**config.mk**
```make
export PLATFORM = sky130hd
export DESIGN_NAME = lcd_timing_gen
export DESIGN_NICKNAME = d
export VERILOG_FILES = /design/src/rtl/lcdt_pkg.sv /design/src/rtl/lcdt_pixdiv.sv /design/src/rtl/lcdt_axis.sv /design/src/rtl/lcd_timing_gen.sv
export SDC_FILE = /design/constraint.sdc
export NUM_CORES = 1
export LEC_CHECK = 0
export BUFFER_PORTS_ARGS = -buffer_cell sky130_fd_sc_hd__buf_2
export CAP_MARGIN = 20
export CORE_ASPECT_RATIO = 0.75
export CORE_MARGIN = 4
export CORE_UTILIZATION = 55
export DETAILED_ROUTE_END_ITERATION = 8
export GPL_TIMING_DRIVEN = 1
export HOLD_SLACK_MARGIN = 0.02
export PLACE_DENSITY = 0.82
export SETUP_SLACK_MARGIN = 0.1
export SYNTH_ARGS = -nofsm -noshare
export SYNTH_HDL_FRONTEND = slang
export SYNTH_SLANG_ARGS = --single-unit
```
**constraint.sdc**
```tcl
create_clock -name clk -period 5 [get_ports clk]
set_clock_uncertainty 0.1 [all_clocks]
set_input_delay 0.5 -clock clk [delete_from_list [all_inputs] [get_ports clk]]
set_output_delay 0.5 -clock clk [all_outputs]
set_load 0.005 [all_outputs]
```
**src/rtl/lcdt_pkg.sv**
```systemverilog
package lcdt_pkg;

    typedef enum logic [1:0] {
        PH_SYNC   = 2'd0,
        PH_BACK   = 2'd1,
        PH_ACTIVE = 2'd2,
        PH_FRONT  = 2'd3
    } phase_e;

    // field positions shared by both axis words
    localparam int ACT_LSB   = 0;
    localparam int ACT_W     = 10;
    localparam int SYNC_LSB  = 10;
    localparam int SYNC_W    = 6;
    localparam int FP_LSB    = 16;
    localparam int BP_LSB    = 24;
    localparam int PORCH_W   = 8;

    // auxiliary word
    localparam int DIV_LSB   = 0;
    localparam int DIV_W     = 8;
    localparam int ACB_LSB   = 8;
    localparam int ACB_W     = 8;
    localparam int INV_VS    = 20;
    localparam int INV_HS    = 21;
    localparam int INV_DE    = 22;
    localparam int INV_AC    = 23;

endpackage

```
**src/rtl/lcdt_pixdiv.sv**
```systemverilog
module lcdt_pixdiv #(
    parameter int DIV_W     = 8,
    parameter int AM_FLOOR  = 2,
    parameter int PV_FLOOR  = 3
) (
    input  logic             clk,
    input  logic             rst_n,
    input  logic             run,
    input  logic             active_matrix,
    input  logic [DIV_W-1:0] div_field,
    output logic             pix_ce
);
    localparam logic [DIV_W-1:0] AMF = DIV_W'(AM_FLOOR);
    localparam logic [DIV_W-1:0] PVF = DIV_W'(PV_FLOOR);

    logic [DIV_W-1:0] floor_v;
    logic [DIV_W-1:0] d_eff;
    logic [DIV_W-1:0] d_last;
    logic [DIV_W-1:0] cnt;

    always_comb begin
        floor_v = active_matrix ? AMF : PVF;
        d_eff   = (div_field < floor_v) ? floor_v : div_field;
        d_last  = d_eff - DIV_W'(1);
    end

    always_ff @(posedge clk or negedge rst_n) begin
        if (!rst_n)
            cnt <= '0;
        else if (!run)
            cnt <= '0;
        else if (cnt >= d_last)
            cnt <= '0;
        else
            cnt <= cnt + DIV_W'(1);
    end

    assign pix_ce = run && (cnt >= d_last);


    ce_gap_chk: assert property (@(posedge clk) disable iff (!rst_n)
        pix_ce |=> !pix_ce);

endmodule

```
**src/rtl/lcdt_axis.sv**
```systemverilog
module lcdt_axis
    import lcdt_pkg::*;
#(
    parameter int LEN_W = 11
) (
    input  logic             clk,
    input  logic             rst_n,
    input  logic             run,
    input  logic             step,
    input  logic [LEN_W-1:0] sync_len,
    input  logic [LEN_W-1:0] back_len,
    input  logic [LEN_W-1:0] act_len,
    input  logic [LEN_W-1:0] front_len,
    output phase_e           phase,
    output logic [LEN_W-1:0] pos,
    output logic             wrap
);
    phase_e           st, st_n;
    logic [LEN_W-1:0] cnt;
    logic [LEN_W-1:0] cur_len;
    logic             last;

    always_comb begin
        cur_len = sync_len;
        st_n    = PH_SYNC;
        unique case (st)
            PH_SYNC: begin
                cur_len = sync_len;
                st_n    = (back_len != '0) ? PH_BACK : PH_ACTIVE;
            end
            PH_BACK: begin
                cur_len = back_len;
                st_n    = PH_ACTIVE;
            end
            PH_ACTIVE: begin
                cur_len = act_len;
                st_n    = (front_len != '0) ? PH_FRONT : PH_SYNC;
            end
            PH_FRONT: begin
                cur_len = front_len;
                st_n    = PH_SYNC;
            end
        endcase
        last = (cnt >= cur_len - LEN_W'(1));
    end

    always_ff @(posedge clk or negedge rst_n) begin
        if (!rst_n) begin
            st  <= PH_SYNC;
            cnt <= '0;
        end else if (!run) begin
            st  <= PH_SYNC;
            cnt <= '0;
        end else if (step) begin
            if (last) begin
                st  <= st_n;
                cnt <= '0;
            end else begin
                cnt <= cnt + LEN_W'(1);
            end
        end
    end

    always_comb begin
        phase = st;
        pos   = cnt;
        wrap  = run && step && last && (st_n == PH_SYNC);
    end


    pos_bound_chk: assert property (@(posedge clk) disable iff (!rst_n)
        (run && st == PH_ACTIVE) |-> (cnt < act_len));


    wrap_phase_chk: assert property (@(posedge clk) disable iff (!rst_n)
        wrap |-> (st == PH_FRONT || (st == PH_ACTIVE && front_len == '0)));

endmodule

```
**src/rtl/lcd_timing_gen.sv**
```systemverilog
module lcd_timing_gen
    import lcdt_pkg::*;
#(
    parameter int CFG_W = 32,
    parameter int POS_W = 10
) (
    input  logic             clk,
    input  logic             rst_n,
    input  logic             enable,
    input  logic             active_matrix,
    input  logic [CFG_W-1:0] horiz_cfg,
    input  logic [CFG_W-1:0] vert_cfg,
    input  logic [CFG_W-1:0] aux_cfg,
    output logic             pix_ce,
    output logic             hsync,
    output logic             vsync,
    output logic             data_en,
    output logic             ac_bias,
    output logic [POS_W-1:0] px_x,
    output logic [POS_W-1:0] px_y,
    output logic             frame_stb,
    output logic             line_end_stb
);
    localparam int LEN_W = POS_W + 1;

    // phase lengths: horizontal fields all carry a minus-one offset,
    // vertical porches are taken as stored
    logic [LEN_W-1:0] h_sync_len, h_back_len, h_act_len, h_front_len;
    logic [LEN_W-1:0] v_sync_len, v_back_len, v_act_len, v_front_len;

    always_comb begin
        h_sync_len  = LEN_W'(horiz_cfg[SYNC_LSB +: SYNC_W])  + LEN_W'(1);
        h_back_len  = LEN_W'(horiz_cfg[BP_LSB   +: PORCH_W]) + LEN_W'(1);
        h_act_len   = LEN_W'(horiz_cfg[ACT_LSB  +: ACT_W])   + LEN_W'(1);
        h_front_len = LEN_W'(horiz_cfg[FP_LSB   +: PORCH_W]) + LEN_W'(1);
        v_sync_len  = LEN_W'(vert_cfg[SYNC_LSB  +: SYNC_W])  + LEN_W'(1);
        v_back_len  = LEN_W'(vert_cfg[BP_LSB    +: PORCH_W]);
        v_act_len   = LEN_W'(vert_cfg[ACT_LSB   +: ACT_W])   + LEN_W'(1);
        v_front_len = LEN_W'(vert_cfg[FP_LSB    +: PORCH_W]);
    end

    logic             ce;
    logic             h_wrap, v_wrap_unused;
    phase_e           h_phase, v_phase;
    logic [LEN_W-1:0] h_pos, v_pos;

    lcdt_pixdiv #(.DIV_W(DIV_W), .AM_FLOOR(2), .PV_FLOOR(3)) u_div (
        .clk           (clk),
        .rst_n         (rst_n),
        .run           (enable),
        .active_matrix (active_matrix),
        .div_field     (aux_cfg[DIV_LSB +: DIV_W]),
        .pix_ce        (ce)
    );

    lcdt_axis #(.LEN_W(LEN_W)) u_haxis (
        .clk       (clk),
        .rst_n     (rst_n),
        .run       (enable),
        .step      (ce),
        .sync_len  (h_sync_len),
        .back_len  (h_back_len),
        .act_len   (h_act_len),
        .front_len (h_front_len),
        .phase     (h_phase),
        .pos       (h_pos),
        .wrap      (h_wrap)
    );

    lcdt_axis #(.LEN_W(LEN_W)) u_vaxis (
        .clk       (clk),
        .rst_n     (rst_n),
        .run       (enable),
        .step      (h_wrap),
        .sync_len  (v_sync_len),
        .back_len  (v_back_len),
        .act_len   (v_act_len),
        .front_len (v_front_len),
        .phase     (v_phase),
        .pos       (v_pos),
        .wrap      (v_wrap_unused)
    );

    logic hs_raw, vs_raw, de_raw;
    logic vs_q, de_q;
    logic le_stb;
    logic ac_q;
    logic [ACB_W-1:0] ac_cnt;
    logic [ACB_W-1:0] ac_m;

    always_comb begin
        hs_raw = enable && (h_phase == PH_SYNC);
        vs_raw = enable && (v_phase == PH_SYNC);
        de_raw = enable && (h_phase == PH_ACTIVE) && (v_phase == PH_ACTIVE);
        le_stb = enable && de_q && !de_raw;
        ac_m   = (aux_cfg[ACB_LSB +: ACB_W] == '0) ? ACB_W'(1)
                                                   : aux_cfg[ACB_LSB +: ACB_W];
    end

    always_ff @(posedge clk or negedge rst_n) begin
        if (!rst_n) begin
            vs_q <= 1'b0;
            de_q <= 1'b0;
        end else begin
            vs_q <= vs_raw;
            de_q <= de_raw;
        end
    end

    always_ff @(posedge clk or negedge rst_n) begin
        if (!rst_n) begin
            ac_q   <= 1'b0;
            ac_cnt <= '0;
        end else if (!enable || active_matrix) begin
            ac_q   <= 1'b0;
            ac_cnt <= '0;
        end else if (le_stb) begin
            if (ac_cnt >= ac_m - ACB_W'(1)) begin
                ac_cnt <= '0;
                ac_q   <= ~ac_q;
            end else begin
                ac_cnt <= ac_cnt + ACB_W'(1);
            end
        end
    end

    always_comb begin
        pix_ce       = ce;
        hsync        = hs_raw ^ aux_cfg[INV_HS];
        vsync        = vs_raw ^ aux_cfg[INV_VS];
        data_en      = de_raw ^ aux_cfg[INV_DE];
        ac_bias      = ac_q   ^ aux_cfg[INV_AC];
        px_x         = de_raw ? h_pos[POS_W-1:0] : '0;
        px_y         = de_raw ? v_pos[POS_W-1:0] : '0;
        frame_stb    = vs_raw && !vs_q;
        line_end_stb = le_stb;
    end

    logic unused_bits;
    assign unused_bits = ^{aux_cfg[CFG_W-1:24], aux_cfg[19:16],
                           h_pos[LEN_W-1], v_pos[LEN_W-1], v_wrap_unused};


    de_excl_chk: assert property (@(posedge clk) disable iff (!rst_n)
        !(hs_raw && de_raw));


    frame_pulse_chk: assert property (@(posedge clk) disable iff (!rst_n)
        frame_stb |=> !frame_stb);


    line_end_chk: assert property (@(posedge clk) disable iff (!rst_n)
        line_end_stb |-> (h_phase == PH_FRONT));


    ac_step_chk: assert property (@(posedge clk) disable iff (!rst_n)
        (enable && $past(enable) && !active_matrix && (ac_q != $past(ac_q)))
            |-> $past(le_stb));

endmodule

```
==> reports/qor.yml <==
status: "finished clean"
grt_setup_unrepaired: "no"
wl_per_cell_um: 16.32
p_comb_frac: 0.260
area_growth_pct: 17.76
power_density_nw_per_um2: 174.2
synth_edf_count: 0
cap_violations: 0
yosys_warnings: 0
worstMarginPinSlew_ns: 0.6823
num-fill-cells: 760
ys_types: 64
setup.worst_path.class: "primary input to primary output"
regArea_um2: 1126
dp_slack_ns: 0.2518
grtUsageTotal: 0.2525
p_switching_uw: 305.7
cp.arrival_ns: 3.96
fin_crit_sh: 0.9122
first_pass_iters: 5
coreArea_um2: 9046
worstPathRequired_ns: 4.40
numCtsBuffers: 5
slew_headroom: 0.5451
synth_cells: 607
async_flop_share: 1.000
drc: 0
rows: 30
ir_drop_uv: 146.4
avgViaCountPerCell: 6.014
final_common_cell: "buf_2"
r2r_start: "u_haxis.phase[0]"
setup_violations: 0
synth_fp_nets: 761
critPathLaunch: "aux_cfg[5]"
layout_setup_ws_ns: 0.4389
cts_max_level: 2
postRouteAntennaNets: 0
clkLatencyLatePin_ns: 0.29
initial_utilization: 0.5663
yosysSeqAreaShare: 0.2198
cts_root_buffer: "clkbuf_16"
dp_hpwl_um: 11190
cp_max_fo: 7
synth-seq-cells: 45
die_h_um: 91.58
grt_first_pass_wirelength_um: 23000
post_dp_cell_area_um2: 5818
design_area_um2: 6032
finalSetupTns_ns: 0
switching_share: 0.2910
mostFrequentLayoutCells: "buf_2 (114), nor2_1 (59), ha_1 (54)"
die_w_um: 119.4
path_clk_slew_ns: 0.06
worst_setup_path_start_kind: "primary input"
fin_nets: 876
internal_power_uw: 745.0
synth_top_area_frac: 0.2198
grt_max_degree: 46
antenna_cells: 0
syn_avg_cell_area_um2: 8.439
synth_top_area_cell: "dfrtp_1"
clkSinkCount: 45
synthTopCellsByArea: "dfrtp_1 (22%), ha_1 (13%), xor2_1 (6.5%)"
multi_input_area_um2: 3849
cts_tree: "built"
syn_area_um2: 5122
portBuffers: 114
final_layout_size_suffix_gt1_frac: 0.2158
final_max_slew_viol_count: 0
timing.rr.end: "u_vaxis.pos[10]"
clkPwrFrac: 0.372
die_area_um2: 10940
hold_viol: 0
io_pins: 127
ff2ff_setup_slack_ns: 0.82
hold_class: "register to register"
worstRegToRegCells: 13
clockBufferDepth: 2
max_freq_mhz: 219.2
grt_pass1_vias: 4846
p_leak_nw: 2.887
crit_end: "pix_ce"
period_needed_ns: 4.561
worstSetupEndpointType: "primary output"
antenna_found_initial: 0
gr-total-overflow: 0
ys.flop_type: "dfrtp_1"
drt_iter0_drc: 444
gp_congestion: 0.8849
cts_resized: 0
drt-total-wl_um: 13890
p_seq_frac: 0.367
vias: 5118
layout make-up:
cell class / instances / area share
clock inverters: 2 / 0.006223
well taps: 128 / 0.02655
repair buffers: 120 / 0.1045
flip-flops and latches: 45 / 0.1867
multi-input cells: 526 / 0.6380
clock buffers: 6 / 0.02302
inverters: 24 / 0.01493
cell families (layout without fill, tap and decap cells):
kind of cell | after synthesis | in the layout | share of synthesized area
xor gates and xnor gates | 75 | 75 | 0.1282
muxes | 16 | 16 | 0.05178
adders and majority gates | 54 | 54 | 0.1319
buffers and inverters | 36 | 152 | 0.02882
DFF | 45 | 45 | 0.2198
and+or+nand+nor | 274 | 274 | 0.2909
AOI/OAI and AO/OA | 107 | 107 | 0.1485
registers in the layout (all words and copies together) (netlist names):
signal and flops:
u_div.cnt 8, u_haxis.phase 2, de_q 1, u_vaxis.pos 11
vs_q 1, ac_cnt 8, u_vaxis.phase 2, ac_q 1
u_haxis.pos 11
power groups by stage:
stage	Clock (mW)	Sequential (mW)	Combinational [mW]
floorplan	0	0.389	0.161
global placement	0	0.392	0.254
detailed placement	0	0.392	0.268
CTS	0.394	0.386	0.270
global route	0.409	0.387	0.307
finish	0.391	0.386	0.274
metrics by stage:
stage / hold WS (ns) / utilization / std cells / total power, mW
2_1_floorplan: 0.1044 / - / 607 / 0.5500
3_3_place_gp: 0.4182 / 0.6432 / 840 / 0.6461
3_5_place_dp: 0.4265 / 0.6432 / 840 / 0.6604
4_1_cts: 0.3105 / 0.6627 / 848 / 1.049
5_1_grt: 0.4685 / 0.6668 / 851 / 1.103
6_report: 0.4503 / 0.6668 / 851 / 1.051
Yosys cell counts (all sizes together), types with 3 or more instances:
cell / count
a211o: 3
a211oi: 3
a21o: 12
a21oi: 15
a22o: 9
a22oi: 3
a31oi: 5
and2: 18
and3: 25
and4: 4
buf: 8
clkbuf: 4
dfrtp: 45
ha: 54
inv: 24
mux2: 4
mux2i: 4
mux4: 8
nand2: 36
nand2b: 10
nand3: 36
nand4: 18
nor2: 60
nor2b: 13
nor3: 19
nor4: 12
o211ai: 6
o21a: 3
o21ai: 30
o31ai: 3
or3: 6
or4: 9
xnor2: 37
xor2: 38
per-layer routing:
layer / global-route usage / share of wire / wire length, um / vias to the layer above
li1: - / - / - / 2470
met1: 0.3562 / 0.46 / 6357 / 2431
met2: 0.4133 / 0.47 / 6517 / 199
met3: 0.03985 / 0.061 / 851 / 18
met4: 0.04671 / 0.012 / 161 / 0
met5: 0 / 0 / 0 / -
worst min-delay path by stage:
stage / slack (ns) / depth (start not counted) / from / end
6_report: 0.45 / 1 / ac_q / ac_q
5_1_grt: 0.47 / 2 / rst_n / u_haxis.pos[8]
4_1_cts: 0.31 / 1 / rst_n / u_haxis.pos[10]
3_5_place_dp: 0.43 / 1 / ac_q / ac_q
3_3_place_gp: 0.42 / 1 / ac_q / ac_q
2_1_floorplan: 0.10 / 0 / rst_n / ac_cnt[0]
worst max-delay path, cell delays in order:
cell and delay (ns):
buf_2 0.11, or4_1 0.57, nor3_1 0.34, nand2b_1 0.10, a22oi_1 0.22, ha_1 0.23
inv_1 0.06, or3_1 0.31, xor2_1 0.16, ha_1 0.19, a21o_1 0.15, a21o_1 0.18
a21oi_1 0.22, o31a_1 0.34, nor2_1 0.12, buf_2 0.16
what timing repair did:
action | 4_1_cts | 5_1_grt
setup endpoints to repair | 0 | 0
hold buffers | 0 | 1
buffers inserted | 0 | 0
hold endpoints to repair | 0 | 4
No activity file was read; power rests on OpenSTA's default activity.
